===== src/rtl/ser_link_pkg.sv =====
`timescale 1ns/1ps
package ser_link_pkg;

  typedef enum logic [2:0] {
    PS_OFF  = 3'd0,
    PS_LOCK = 3'd1,
    PS_SYNC = 3'd2,
    PS_RUN  = 3'd3,
    PS_NOTE = 3'd4,
    PS_BACK = 3'd5
  } pwr_state_t;

  // Boundary pair {second, first}: first = ~last data bit, second = ~first.
  function automatic logic [1:0] oh_pair(input logic last_bit);
    return {last_bit, ~last_bit};
  endfunction

endpackage


===== src/rtl/ser_slot_timer.sv =====
`timescale 1ns/1ps
module ser_slot_timer #(
  parameter int SLOTS = 12,
  parameter int CW    = $clog2(SLOTS)
) (
  input  logic          clk,
  input  logic          rst,
  input  logic          clr,
  input  logic          slot_en,
  output logic [CW-1:0] slot_cnt,
  output logic          load,
  output logic          wtick
);

  localparam logic [CW-1:0] LAST = CW'(SLOTS - 1);

  // load: the slot that opens a word period; wtick: the slot that closes it
  assign load  = slot_en && (slot_cnt == '0);
  assign wtick = slot_en && (slot_cnt == LAST);

  always_ff @(posedge clk) begin
    if (rst || clr) begin
      slot_cnt <= '0;
    end else if (slot_en) begin
      slot_cnt <= (slot_cnt == LAST) ? '0 : slot_cnt + 1'b1;
    end
  end

endmodule


===== src/rtl/ser_power_seq.sv =====
`timescale 1ns/1ps
module ser_power_seq
  import ser_link_pkg::*;
#(
  parameter int LOCK_WORDS    = 2048,
  parameter int SYNC_WORDS    = 9216,
  parameter int BACKOFF_WORDS = 20
) (
  input  logic clk,
  input  logic rst,
  input  logic link_on,
  input  logic far_hold,
  input  logic wtick,
  output logic hold,
  output logic tx_act,
  output logic data_ok,
  output logic drive
);

  localparam int MAX_AB = (LOCK_WORDS > SYNC_WORDS) ? LOCK_WORDS : SYNC_WORDS;
  localparam int MAXW   = (MAX_AB > BACKOFF_WORDS) ? MAX_AB : BACKOFF_WORDS;
  localparam int CNT_W  = $clog2(MAXW + 1);

  localparam logic [CNT_W-1:0] LOCK_END = CNT_W'(LOCK_WORDS - 1);
  localparam logic [CNT_W-1:0] SYNC_END = CNT_W'(SYNC_WORDS - 1);
  localparam logic [CNT_W-1:0] BACK_END = CNT_W'(BACKOFF_WORDS - 1);

  pwr_state_t       st, nxt;
  logic [CNT_W-1:0] wcnt;

  always_comb begin
    nxt = st;
    unique case (st)
      PS_OFF:  if (link_on) nxt = PS_LOCK;
      PS_LOCK: begin
        if (!link_on)                        nxt = PS_OFF;
        else if (wtick && wcnt == LOCK_END)  nxt = PS_SYNC;
      end
      PS_SYNC: begin
        if (!link_on)                        nxt = PS_NOTE;
        else if (far_hold)                   nxt = PS_BACK;
        else if (wtick && wcnt == SYNC_END)  nxt = PS_RUN;
      end
      PS_RUN: begin
        if (!link_on)                        nxt = PS_NOTE;
        else if (far_hold)                   nxt = PS_BACK;
      end
      PS_NOTE: if (wtick) nxt = PS_OFF;
      PS_BACK: begin
        if (!link_on)                        nxt = PS_OFF;
        else if (wtick && wcnt == BACK_END)  nxt = PS_LOCK;
      end
      default: nxt = PS_OFF;
    endcase
  end

  // Every state change restarts the word period at slot 0
  assign hold    = (nxt != st) || (st == PS_OFF);
  assign tx_act  = (st == PS_SYNC) || (st == PS_RUN);
  assign data_ok = (st == PS_RUN);
  assign drive   = tx_act || (st == PS_NOTE);

  always_ff @(posedge clk) begin
    if (rst) begin
      st   <= PS_OFF;
      wcnt <= '0;
    end else begin
      st <= nxt;
      if (nxt != st)  wcnt <= '0;
      else if (wtick) wcnt <= wcnt + 1'b1;
    end
  end

endmodule


===== src/rtl/ser_frame_shifter.sv =====
`timescale 1ns/1ps
module ser_frame_shifter
  import ser_link_pkg::*;
#(
  parameter int DATA_W = 10,
  parameter int FW     = DATA_W + 2
) (
  input  logic              clk,
  input  logic              rst,
  input  logic              load,
  input  logic              slot_en,
  input  logic              tx_run,
  input  logic              data_ok,
  input  logic [DATA_W-1:0] din,
  output logic              sd_q,
  output logic              take
);

  logic [DATA_W-1:0] src;
  logic [FW-1:0]     frame, sh;

  // Filler words carry zero data; real words carry the captured input
  assign src   = data_ok ? din : '0;
  assign frame = {oh_pair(src[DATA_W-1]), src};

  always_ff @(posedge clk) begin
    if (rst) begin
      sd_q <= 1'b0;
      sh   <= '0;
      take <= 1'b0;
    end else begin
      take <= load && tx_run && data_ok;
      if (!tx_run) begin
        sd_q <= 1'b0;
        sh   <= '0;
      end else if (load) begin
        sd_q <= frame[0];
        sh   <= frame >> 1;
      end else if (slot_en) begin
        sd_q <= sh[0];
        sh   <= sh >> 1;
      end
    end
  end

endmodule


===== src/rtl/ser_link_tx.sv =====
`timescale 1ns/1ps
module ser_link_tx #(
  parameter int DATA_W        = 10,
  parameter int LOCK_WORDS    = 2048,
  parameter int SYNC_WORDS    = 9216,
  parameter int BACKOFF_WORDS = 20
) (
  input  logic              clk,
  input  logic              rst,
  input  logic              slot_en,
  input  logic              link_on,
  input  logic              far_hold,
  input  logic [DATA_W-1:0] pdata,
  output logic              sd_o,
  output logic              sd_oe,
  output logic              ready,
  output logic              take
);

  localparam int SLOTS  = DATA_W + 2;
  localparam int SLOT_W = $clog2(SLOTS);

  logic [SLOT_W-1:0] slot_cnt;
  logic load, wtick, hold, tx_act, data_ok, drive, tx_run;

  ser_slot_timer #(.SLOTS(SLOTS), .CW(SLOT_W)) u_timer (
    .clk(clk), .rst(rst), .clr(hold), .slot_en(slot_en),
    .slot_cnt(slot_cnt), .load(load), .wtick(wtick)
  );

  ser_power_seq #(
    .LOCK_WORDS(LOCK_WORDS), .SYNC_WORDS(SYNC_WORDS), .BACKOFF_WORDS(BACKOFF_WORDS)
  ) u_seq (
    .clk(clk), .rst(rst), .link_on(link_on), .far_hold(far_hold), .wtick(wtick),
    .hold(hold), .tx_act(tx_act), .data_ok(data_ok), .drive(drive)
  );

  assign tx_run = tx_act && !hold;

  ser_frame_shifter #(.DATA_W(DATA_W)) u_shift (
    .clk(clk), .rst(rst), .load(load), .slot_en(slot_en), .tx_run(tx_run),
    .data_ok(data_ok), .din(pdata), .sd_q(sd_o), .take(take)
  );

  assign sd_oe = drive;
  assign ready = data_ok;

endmodule


===== config.mk =====
export PLATFORM = sky130hd
export DESIGN_NAME = ser_link_tx
export DESIGN_NICKNAME = d
export VERILOG_FILES = /design/src/rtl/ser_link_pkg.sv /design/src/rtl/ser_slot_timer.sv /design/src/rtl/ser_power_seq.sv /design/src/rtl/ser_frame_shifter.sv /design/src/rtl/ser_link_tx.sv
export SDC_FILE = /design/constraint.sdc
export NUM_CORES = 1
export LEC_CHECK = 0
export ABC_AREA = 0
export BUFFER_PORTS_ARGS = -buffer_cell sky130_fd_sc_hd__buf_4
export CAP_MARGIN = 25
export CORE_MARGIN = 8
export CORE_UTILIZATION = 45
export CTS_BUF_LIST = sky130_fd_sc_hd__clkbuf_4
export CTS_CLUSTER_SIZE = 28
export DETAILED_ROUTE_END_ITERATION = 8
export SLEW_MARGIN = 20
export SYNTH_ARGS = -nofsm -noshare
export SYNTH_HDL_FRONTEND = slang
export SYNTH_HIERARCHICAL = 1
export SYNTH_SLANG_ARGS = --single-unit

===== constraint.sdc =====
create_clock -name clk -period 3.9 [get_ports clk]
set_input_delay 0.975 -clock clk [delete_from_list [all_inputs] [get_ports clk]]
set_output_delay 0.975 -clock clk [all_outputs]
set_load 0.03 [all_outputs]

Word-level counts from Yosys, hierarchy flattened
Index checks and enable logic that the tools add are counted.
{"block": "totals", "ff_bits": 34, "out_inout_bits": 4, "input_bits": 15, "elab_cells": 56}
{"block": "classes", "n_reduce_logical": 18, "eq_ne": 10, "muxes": 18, "add_sub_neg": 2, "n_bitwise": 2}
{"operator": "$mux 3", "count": 11}
{"operator": "$mux 11", "count": 2}
{"operator": "$pmux 3 s6", "count": 1}
{"operator": "$add 14x1->14 const B", "count": 1}
{"operator": "$eq 14x11->1 const B", "count": 1}
{"operator": "$eq 14x14->1 const B", "count": 1}
{"operator": "$eq 14x5->1 const B", "count": 1}
{"operator": "$mux 10", "count": 1}
{"operator": "$logic_and 1x1->1", "count": 8}
{"operator": "$eq 3x2->1 const B", "count": 2}
{"operator": "$eq 3x3->1 const B", "count": 2}
{"operator": "$add 4x1->4 const B", "count": 1}
{"operator": "$eq 4x4->1 const B", "count": 1}
{"operator": "$logic_not 4->1", "count": 1}
{"operator": "$logic_or 1x1->1", "count": 4}
{"operator": "$mux 4", "count": 1}
{"operator": "$reduce_or 2->1", "count": 2}
{"operator": "$eq 3x1->1 const B", "count": 1}
{"operator": "$logic_not 3->1", "count": 1}
{"operator": "$ne 3x3->1", "count": 1}
{"operator": "$mux 1", "count": 2}
{"operator": "$not 1->1", "count": 2}
{"operator": "$reduce_bool 2->1", "count": 1}
{"operator": "$logic_not 1->1", "count": 1}

Longest topological paths before layout
Gate-level depths: netlist (run 1).
{"block": "logic_depth", "depth_word": 13, "depth_mapped": 12}

Modules after synthesis
The synthesis (run 1) kept the hierarchy.
{"module": "ser_power_seq", "cells_per_inst": 126, "n_inst": 1, "seq_area_each_um2": 340.3, "area_each_um2": 1039.7}
{"module": "ser_frame_shifter", "cells_per_inst": 57, "n_inst": 1, "seq_area_each_um2": 260.2, "area_each_um2": 595.6}
{"module": "ser_slot_timer", "cells_per_inst": 22, "n_inst": 1, "seq_area_each_um2": 80.1, "area_each_um2": 210.2}
{"module": "ser_link_tx", "cells_per_inst": 1, "n_inst": 1, "seq_area_each_um2": 0.0, "area_each_um2": 13.8}

Worst setup path before layout (run 1)
No wires, ideal clock.
{"block": "synth_path", "path_type": "input-to-reg", "startpoint": "in slot_en", "endpoint": "reg u_shift.sh[8]", "path_buffers": 1, "path_stages": 10, "slack_ns": 0.807, "t_arrival_ns": 3.019, "cell_sequence": "and4b_1 -> buf_6 -> nor4bb_1 -> and4_2 -> or2_2 -> a221oi_1 -> a41oi_1 -> nor2b_4 -> or3b_2 -> o22ai_1"}
{"block": "synth_via", "elab_chain_cells": 12}
{"item": "from (decl)", "line_no": "ser_link_tx.sv:10", "rtl": "input logic slot_en,"}
{"item": "$logic_and 1x1->1 *", "line_no": "ser_slot_timer.sv:19", "rtl": "assign wtick = slot_en && (slot_cnt == LAST);"}
{"item": "$logic_and 1x1->1", "line_no": "ser_power_seq.sv:42", "rtl": "else if (wtick && wcnt == SYNC_END) nxt = PS_RUN;"}
{"item": "$mux 3", "line_no": "ser_power_seq.sv:42"}
{"item": "$mux 3", "line_no": "ser_power_seq.sv:41", "rtl": "else if (far_hold) nxt = PS_BACK;"}
{"item": "$mux 3", "line_no": "ser_power_seq.sv:40", "rtl": "if (!link_on) nxt = PS_NOTE;"}
{"item": "$pmux 3 s6 *", "line_no": "ser_power_seq.sv:33", "rtl": "unique case (st)"}
{"item": "$ne 3x3->1 *", "line_no": "ser_power_seq.sv:58", "rtl": "assign hold = (nxt != st) || (st == PS_OFF);"}
{"item": "$logic_or 1x1->1 *", "line_no": "ser_power_seq.sv:58"}
{"item": "net hold", "line_no": "ser_link_tx.sv:24", "rtl": "logic load, wtick, hold, tx_act, data_ok, drive, tx_run;"}
{"item": "$logic_not 1->1 *", "line_no": "ser_link_tx.sv:38", "rtl": "assign tx_run = tx_act && !hold;"}
{"item": "$logic_and 1x1->1 *", "line_no": "ser_link_tx.sv:38"}
{"item": "net tx_run", "line_no": "ser_link_tx.sv:24"}
{"item": "$not 1->1 (no source line) *"}
{"item": "$reduce_or 2->1 (no source line) *"}
{"item": "to (signal assigned)", "line_no": "ser_frame_shifter.sv:38", "rtl": "sh <= frame >> 1;"}
{"item": "to (signal assigned)", "line_no": "ser_frame_shifter.sv:41", "rtl": "sh <= sh >> 1;"}
{"item": "to (decl)", "line_no": "ser_frame_shifter.sv:20", "rtl": "logic [FW-1:0] frame, sh;"}
The timed path passes the listed nets; every way through them passes the cells marked *.
A chain may end at the register's enable or synchronous reset.

Worst setup path in the final report (run 1)
{"block": "layout_path", "startpoint": "in slot_en", "endpoint": "reg u_shift.sh[8]"}
{"block": "layout_via", "elab_chain_cells": 12}
{"item": "$logic_and 1x1->1 *", "line_no": "ser_slot_timer.sv:19"}
{"item": "net wtick", "line_no": "ser_link_tx.sv:24"}
{"item": "$logic_and 1x1->1", "line_no": "ser_power_seq.sv:42"}
{"item": "$mux 3", "line_no": "ser_power_seq.sv:42"}
{"item": "$mux 3", "line_no": "ser_power_seq.sv:41"}
{"item": "$mux 3", "line_no": "ser_power_seq.sv:40"}
{"item": "$pmux 3 s6 *", "line_no": "ser_power_seq.sv:33"}
{"item": "$ne 3x3->1 *", "line_no": "ser_power_seq.sv:58"}
{"item": "$logic_or 1x1->1 *", "line_no": "ser_power_seq.sv:58"}
{"item": "net hold", "line_no": "ser_link_tx.sv:24"}
{"item": "$logic_not 1->1 *", "line_no": "ser_link_tx.sv:38"}
{"item": "$logic_and 1x1->1 *", "line_no": "ser_link_tx.sv:38"}
{"item": "net tx_run", "line_no": "ser_link_tx.sv:24"}
{"item": "$not 1->1 (no source line) *"}
{"item": "$reduce_or 2->1 (no source line) *"}
Marks and branches as above.

==> results of run 1 <==
[registers in the layout (all words and copies together), names as in the netlist]
name,flops
u_shift/sh,11
u_seq/wcnt,14
u_shift/sd_q,1
u_shift/take,1
u_seq/st,3
u_timer/slot_cnt,4
[power breakdown]
part           internal [mW]  switching, mW  leakage [nW]  total, mW
registers              0.348        0.00167         0.274      0.349
logic                 0.0202         0.0219         0.445     0.0421
clock network          0.133          0.118        0.0450      0.251
total                  0.501          0.142         0.764      0.643
[placed cells by master (no fill, tap or decap), types with 6 or more instances in the layout]
master    synthesis  routed
nand4_1           7       7
nand2_1          15      15
dfxtp_1          34      34
buf_4             0      22
a211oi_1         10      10
xnor2_1           6       6
nor2_1           28      28
mux2i_1          14      14
a21boi_0          9       9
xor2_1            9       9
nand3_1           6       6
[path summary, 6_finish.rpt]
path                                        to  cells past startpoint
worst max-delay path             u_shift/sh[8]                      9
worst min-delay path            u_shift/sh[10]                      2
worst max register to register   u_shift/sh[8]                      9
worst min register to register  u_shift/sh[10]                      2
[per-stage QoR]
stage          setup slack [ps]  instances  utilization (%)
6_report                    706        276             52.3
5_1_grt                     453        276             52.3
4_1_cts                     727        276             52.3
3_5_place_dp                353        268             50.4
3_3_place_gp                513        268             50.4
2_1_floorplan               807        206                -
[layout make-up]
class	count	area, um2
fill	379	1910
multi-input combinational	157	1090
sequential	34	681
timing repair buffer	22	165
tap	50	62.6
clock inverter	3	40.0
clock buffer	5	37.5
inverter	5	18.8
[metal layers]
layer  global-route usage (%)  routed length [um]  vias up
met1                     16.0                1870      741
met5                        0                   0        -
li1                         -                   -      791
met3                     4.13                 159        5
met4                     5.27                  53        0
met2                     21.0                1820       29
[cells by family (layout without fill, tap and decap cells)]
kind of cell / Yosys count / in the layout / synth area share, %
adders and majority gates: 3 / 3 / 2.02
DFF: 34 / 34 / 36.6
muxes: 14 / 14 / 7.54
buffers and inverters: 15 / 35 / 4.84
and+or+nand+nor: 87 / 87 / 26.4
AOI/OAI and AO/OA: 38 / 38 / 15.5
xor gates and xnor gates: 15 / 15 / 7.07
[worst max-delay path, delay by kind of cell]
kind	cells	cell delay [ps]
AOI/OAI and AO/OA	3	770
buffers and inverters	1	240
and+or+nand+nor	5	1420
==> results.sh, run 1 <==
export IMPL_outcome="finished clean"
export IMPL_grt_pass1_wl_um=6870
export IMPL_initial_core_util_pct=46.5
export IMPL_ant_nets=0
export IMPL_grt_max_degree=19
export IMPL_cts_setup_buffers=0
export IMPL_tns_ps=0
export IMPL_cts_tree="yes"
export IMPL_synthTopCellsByCount="dfxtp_1, nor2_1, nand2_1"
export IMPL_die_area_um2=6440
export IMPL_antenna_found_initial=0
export IMPL_gp_congestion=0.818
export IMPL_worstSetupEndpointType="flip-flop"
export IMPL_critPathMaxFanout=18
export IMPL_cp_startpoint="slot_en"
export IMPL_max_freq_mhz=313
export IMPL_synth_top_area_share_pct=36.6
export IMPL_p_per_area_nw_per_um2=307
export IMPL_core_area_um2=4000
export IMPL_port_buffers=18
export IMPL_worstMarginPinSlew_ps=626
export IMPL_drc_errors=0
export IMPL_reg2reg_slack_ps=1030
export IMPL_whs_ps=563
export IMPL_timing_final_crit_share_pct=81.9
export IMPL_crit_required_ps=4120
export IMPL_firstDrtPassIters=4
export IMPL_wl_per_cell_um=14.2
export IMPL_total_power_mw=0.643
export IMPL_p_leak_nw=0.764
export IMPL_nets=243
export IMPL_crit_chain="buf_4 > and4b_1 > nand4_1 > nor4_4 > a221oi_1 > a41oi_1 > nor2b_4 > nand2b_1 > o22ai_1"
export IMPL_yosys_warnings=6
export IMPL_cts_resized=0
export IMPL_grt_pass1_vias=1522
export IMPL_synth_top_area_cell="dfxtp_1"
export IMPL_area_delta_synth_final_pct=12.6
export IMPL_cts_root_buffer_cell="clkbuf_4"
export IMPL_drv_slew=0
export IMPL_ys_ff_latch=34
export IMPL_synth_edff_count=0
export IMPL_drive_gt1_share_pct=18.6
export IMPL_skew_ps=8.71
export IMPL_postSynthAreaPerCell_um2=9.03
export IMPL_synth_area_leaders="dfxtp_1, mux2i_1, nor2_1"
export IMPL_viasPerCell=5.67
export IMPL_drtIter0Drc=109
export IMPL_min_from="u_shift/sh[10]"
export IMPL_fp_dieH_um=80.3
export IMPL_synthFlopType="dfxtp_1"
export IMPL_track_usage_pct=13.2
export IMPL_min_period_ps=3190
export IMPL_maxCapViolations=0
export IMPL_cts_reportedPaths_clkPinSlew_ps=110
export IMPL_irDropWorstVdd_uv=163
export IMPL_synth_yosys_seq_area_share_pct=36.6
export IMPL_max_stage_delay_ps=450
export IMPL_cts_buffer_depth=2
export IMPL_start_kind="input pin"
export IMPL_place_area_um2=2020
export IMPL_syn_instance_count=206
export IMPL_ys_types=54
export IMPL_cts_inserted_buffers=5
export IMPL_row_count=23
export IMPL_overflow=0
export IMPL_synth_most_common_cell="dfxtp_1"
export IMPL_cts_sinks=34
export IMPL_slew_headroom_pct=58.1
export IMPL_num_vias=1566
export IMPL_drt_wl_total_um=3910
export IMPL_ys_async_sr_fraction_pct=0
export IMPL_postLayoutCellArea_um2=2090
export IMPL_setup_viol=0
export IMPL_finalHoldViolCount=0
export IMPL_n_antenna_cell=0
export IMPL_rsz0062_at_grt="no"
export IMPL_r2r_start="u_timer/slot_cnt[0]"
export IMPL_cts_hold_buf=0
export IMPL_min_path_type="flip-flop to flip-flop"
export IMPL_dp_hpwl_um=2850
export IMPL_cts_max_level=2
export IMPL_setup_worst_path_class="input pin to flip-flop"
export IMPL_synth_fp_nets=224
export IMPL_clk_latency_ps=340
export IMPL_boundaryPins=19
export IMPL_die_w_um=80.3
export IMPL_arrival_ps=3410
export IMPL_syn_cell_area_um2=1860
export IMPL_slowest_stage="nor4_4"
No activity file was read; power rests on OpenSTA's default activity.
==> inputs of run 2 (changes only) <==
--- a/config.mk
+++ b/config.mk
@@ -13,6 +13,7 @@
 export CTS_BUF_LIST = sky130_fd_sc_hd__clkbuf_4
 export CTS_CLUSTER_SIZE = 28
 export DETAILED_ROUTE_END_ITERATION = 8
+export PLACE_DENSITY = 0.66
 export SLEW_MARGIN = 20
 export SYNTH_ARGS = -nofsm -noshare
 export SYNTH_HDL_FRONTEND = slang
==> constraint.sdc (replaced) <==
create_clock -name clk -period 2.6 [get_ports clk]
set_input_delay 0.65 -clock clk [delete_from_list [all_inputs] [get_ports clk]]
set_output_delay 0.65 -clock clk [all_outputs]
set_load 0.03 [all_outputs]
==> results.sh, run 2 (synthesis results as in run 1) <==
export IMPL_worstSetupEndpointType="flip-flop"
export IMPL_p_leak_nw=0.811
export IMPL_arrival_ps=2810
export IMPL_p_per_area_nw_per_um2=396
export IMPL_cts_buffer_depth=2
export IMPL_clk_latency_ps=350
export IMPL_drt_wl_total_um=4270
export IMPL_drc_errors=0
export IMPL_antenna_found_initial=0
export IMPL_drv_slew=0
export IMPL_gp_congestion=0.821
export IMPL_cts_root_buffer_cell="clkbuf_4"
export IMPL_final_cell_mix="buf_4, dfxtp_1, nor2_1"
export IMPL_timing_final_crit_share_pct=97.7
export IMPL_setup_viol=0
export IMPL_setup_worst_path_class="flip-flop to flip-flop"
export IMPL_min_path_type="input pin to flip-flop"
export IMPL_slowest_stage="or3_1"
export IMPL_drtIter0Drc=59
export IMPL_overflow=0
export IMPL_crit_buf_inv=1
export IMPL_finalHoldViolCount=0
export IMPL_postLayoutCellArea_um2=2230
export IMPL_row_count=23
export IMPL_largest_registers="u_seq/wcnt x14, u_shift/sh x11, u_timer/slot_cnt x4"
export IMPL_grt_max_degree=18
export IMPL_die_area_um2=6440
export IMPL_cts_inserted_buffers=5
export IMPL_area_delta_synth_final_pct=19.8
export IMPL_port_buffers=18
export IMPL_n_fill_cell=371
export IMPL_grt_pass1_wl_um=7330
export IMPL_dp_cells=279
export IMPL_place_area_um2=2140
export IMPL_slew_headroom_pct=73.1
export IMPL_num_vias=1594
export IMPL_cts_sinks=34
export IMPL_dp_hpwl_um=3040
export IMPL_irDropWorstVdd_uv=283
export IMPL_worstMarginPinSlew_ps=401
export IMPL_drive_gt1_share_pct=25.6
export IMPL_tns_ps=0
export IMPL_n_antenna_cell=0
export IMPL_firstDrtPassIters=4
export IMPL_die_w_um=80.3
export IMPL_critPathMaxFanout=4
export IMPL_crit_required_ps=2870
export IMPL_maxCapViolations=0
export IMPL_viasPerCell=5.53
export IMPL_min_period_ps=2540
export IMPL_cts_tree="yes"
export IMPL_ant_nets=0
export IMPL_max_freq_mhz=394
export IMPL_skew_ps=11.4
export IMPL_crit_chain="ha_2 > and4b_2 > nor4bb_1 > and4_2 > or2_4 > a221oi_4 > a41oi_4 > buf_6 > or3_1 > nor2_1"
export IMPL_cts_max_level=2
export IMPL_nets=255
export IMPL_initial_core_util_pct=46.5
export IMPL_finalNonFillerCells=288
export IMPL_track_usage_pct=14.1
export IMPL_largest_register="u_seq/wcnt"
export IMPL_max_stage_delay_ps=390
export IMPL_fin_util_pct=55.7
export IMPL_cp_top_family="simple AND/OR/NAND/NOR gates"
export IMPL_core_area_um2=4000
export IMPL_wl_per_cell_um=14.8
export IMPL_mostFrequentLayoutCell="buf_4"
export IMPL_total_power_mw=0.883
export IMPL_start_kind="flip-flop"
export IMPL_grt_pass1_vias=1517
export IMPL_outcome="finished clean"
export IMPL_fp_dieH_um=80.3
export IMPL_cts_reportedPaths_clkPinSlew_ps=120
export IMPL_boundaryPins=19
export IMPL_largest_reg_flops=14
-- run 2: cell types whose count changed in the layout (fill, tap and decap cells not counted), sizes merged --
cell,previous run,this run
bufinv,1,0
clkinv,3,4
buf,22,34
-- run 2: final timing paths --
kind | startpoint | to | slack [ps] | depth (start not counted)
worst min register to register | u_timer/slot_cnt[1] | u_timer/slot_cnt[1] | 560 | 2
worst max register to register | u_timer/slot_cnt[1] | u_timer/slot_cnt[0] | 60 | 10
worst min-delay path | rst | u_seq/st[0] | 540 | 2
worst max-delay path | u_timer/slot_cnt[1] | u_timer/slot_cnt[0] | 60 | 10
-- run 2: layout make-up --
type	instances	area (um2)	area share (%)
Clock buffer	5	37.5	1.69
Inverter	5	18.8	0.843
Sequential cell	34	683	30.7
Tap cell	50	62.6	2.81
Multi-Input combinational cell	157	1150	51.9
Timing Repair Buffer	34	259	11.6
Clock inverter	3	11.3	0.506
-- run 2: per-stage QoR --
stage | setup slack (ps) | hold slack (ps)
after floorplan | -70.2 | 505
after global placement | -117 | 538
after detailed placement | -193 | 533
after CTS | 41.8 | 530
after global routing | -24.5 | 539
final | 60.3 | 543
-- run 2: what timing repair did --
| action | CTS | global route |
|---|---|---|
| endpoints found under the hold margin | 0 | 0 |
| hold buffers | 0 | 0 |
| buffers inserted | 0 | 1 |
| setup endpoints to repair | 0 | 6 |
| resized for setup | 0 | 9 |
-- run 2: routing by layer --
metal	global-route usage, %	vias up	part of all wire [%]
met3	4.69	7	3.7
met2	20.5	22	45
met4	4.91	0	1.2
met1	18.8	755	50
met5	0	-	0
li1	-	810	-
-- run 2: where the power goes --
| part | internal (mW) | switching (mW) | leakage [nW] | total, mW |
|---|---|---|---|---|
| clock network | 0.0964 | 0.188 | 0.0277 | 0.285 |
| logic | 0.0363 | 0.0376 | 0.509 | 0.0739 |
| registers | 0.522 | 0.00248 | 0.275 | 0.524 |
| total | 0.654 | 0.228 | 0.811 | 0.883 |
==> inputs of run 3 (changes only) <==
--- a/config.mk
+++ b/config.mk
@@ -14,6 +14,7 @@
 export CTS_CLUSTER_SIZE = 28
 export DETAILED_ROUTE_END_ITERATION = 8
 export PLACE_DENSITY = 0.66
+export SETUP_SLACK_MARGIN = 0.5
 export SLEW_MARGIN = 20
 export SYNTH_ARGS = -nofsm -noshare
 export SYNTH_HDL_FRONTEND = slang
==> results.sh, run 3 (synthesis results as in run 1) <==
export IMPL_outcome="finished clean"
export IMPL_min_period_ps=2420
export IMPL_irDropWorstVdd_uv=274
export IMPL_gp_congestion=0.824
export IMPL_core_area_um2=4000
export IMPL_ant_nets=0
export IMPL_drive_gt1_share_pct=38.1
export IMPL_p_per_area_nw_per_um2=362
export IMPL_drtIter0Drc=61
export IMPL_grt_pass1_wl_um=7520
export IMPL_p_leak_nw=0.882
export IMPL_grt_use_met3_pct=4.13
export IMPL_met2_usage_pct=22.1
export IMPL_cts_max_level=2
export IMPL_max_freq_mhz=413
export IMPL_cts_root_buffer_cell="clkbuf_4"
export IMPL_rr_worst_depth=10
export IMPL_port_buffers=18
export IMPL_n_antenna_cell=0
export IMPL_cts_hold_buf=0
export IMPL_largest_registers="u_seq/wcnt x14, u_shift/sh x11, u_timer/slot_cnt x4"
export IMPL_setup_worst_path_class="flip-flop to flip-flop"
export IMPL_mostFrequentLayoutCell="buf_4"
export IMPL_initial_core_util_pct=46.5
export IMPL_firstDrtPassIters=4
export IMPL_skew_ps=6.66
export IMPL_finalHoldViolCount=0
export IMPL_drc_errors=0
export IMPL_cts_reportedPaths_clkPinSlew_ps=110
export IMPL_cts_sinks=34
export IMPL_finalNonFillerCells=294
export IMPL_min_path_type="input pin to flip-flop"
export IMPL_boundaryPins=19
export IMPL_row_count=23
export IMPL_cts_inserted_buffers=5
export IMPL_tns_ps=0
export IMPL_arrival_ps=2680
export IMPL_final_cell_mix="buf_4, dfxtp_1, nor2_1"
export IMPL_drt_wl_total_um=4340
export IMPL_r2r_start="u_timer/slot_cnt[1]"
export IMPL_die_w_um=80.3
export IMPL_area_delta_synth_final_pct=32.1
export IMPL_use_met1_pct=18.8
export IMPL_slew_headroom_pct=71.0
export IMPL_dp_cells=278
export IMPL_crit_required_ps=2860
export IMPL_num_vias=1640
export IMPL_start_kind="flip-flop"
export IMPL_timing_final_crit_share_pct=93.1
export IMPL_crit_path_end="u_shift/sh[8]"
export IMPL_largest_register="u_seq/wcnt"
export IMPL_cts_buffer_depth=2
export IMPL_die_area_um2=6440
export IMPL_nets=261
export IMPL_grt_pass1_vias=1553
export IMPL_viasPerCell=5.58
export IMPL_worstMarginPinSlew_ps=432
export IMPL_wl_per_cell_um=14.8
export IMPL_top_usage_layer="met2"
export IMPL_fp_dieH_um=80.3
export IMPL_worstSetupEndpointType="flip-flop"
export IMPL_overflow=0
export IMPL_maxCapViolations=0
export IMPL_cts_tree="yes"
export IMPL_clk_latency_ps=330
export IMPL_reg2reg_to="u_shift/sh[8]"
export IMPL_cp_startpoint="u_timer/slot_cnt[1]"
export IMPL_drv_slew=0
export IMPL_antenna_found_initial=0
export IMPL_track_usage_pct=14.5
export IMPL_setup_viol=0
export IMPL_critPathMaxFanout=4
export IMPL_dp_hpwl_um=2900
export IMPL_largest_reg_flops=14
export IMPL_grt_max_degree=18
export IMPL_rsz0062_at_grt="yes"
export IMPL_reg2reg_slack_ps=180
[run 3: cell types whose count changed in the layout (fill, tap and decap cells not counted), sizes merged]
cell	change
buf	+6
[run 3: where the power goes]
part | internal, mW | switching, mW | total, mW
Clock | 0.0964 | 0.180 | 0.276
Sequential | 0.522 | 0.00232 | 0.524
Combinational | 0.0431 | 0.0471 | 0.0901
Total | 0.661 | 0.229 | 0.890
[run 3: how the worst min path moves through the flow]
stage | start | endpoint | slack, ps | cells past startpoint
2_1_floorplan | u_shift/sh[8] | u_shift/sh[8] | 500 | 2
3_3_place_gp | u_shift/sh[9] | u_shift/sh[8] | 530 | 2
5_1_grt | rst | u_seq/st[0] | 540 | 2
6_report | rst | u_timer/slot_cnt[1] | 550 | 2
3_5_place_dp | u_shift/sh[3] | u_shift/sh[3] | 540 | 2
4_1_cts | rst | u_timer/slot_cnt[1] | 540 | 2
[run 3: area by class of cell]
cell class | instances | area (um2)
timing repair buffer | 40 | 332
fill | 356 | 1540
sequential | 34 | 686
clock buffer | 5 | 37.5
clock inverter | 3 | 11.3
multi-input combinational | 157 | 1310
tap | 50 | 62.6
inverter | 5 | 18.8
[run 3: metal layers]
| metal | vias to the layer above | part of all wire, % | wire (um) |
|---|---|---|---|
| met2 | 32 | 47 | 2060 |
| met3 | 7 | 4.3 | 185 |
| met1 | 774 | 47 | 2040 |
| met4 | 0 | 1.4 | 59 |
| li1 | 827 | - | - |
| met5 | - | 0 | 0 |
[run 3: timing repair]
action,in CTS,in global routing
pin swaps,7,12
resized for setup,14,35
gates cloned,1,0
setup buffers,5,2
endpoints found under the setup margin,32,35
[run 3: worst max-delay path, stage by stage (launching register included)]
cell	delay [ps]
dfxtp_2	350
ha_4	160
and4b_2	230
nor4bb_4	150
and4_4	200
or2_4	250
a221oi_4	320
a41oi_4	80
nor2b_4	140
or3b_4	380
o22ai_2	100
[run 3: metrics by stage]
step	setup WS, ps	power (mW)	instance area, um2	hold slack (ps)	util (%)
3_5_place_dp	-203	0.608	2150	540	53.7
3_3_place_gp	-123	0.608	2150	530	53.7
6_report	180	0.890	2460	547	61.4
5_1_grt	123	0.932	2460	544	61.4
4_1_cts	193	0.887	2290	541	57.2
2_1_floorplan	-69.5	0.579	1910	505	-
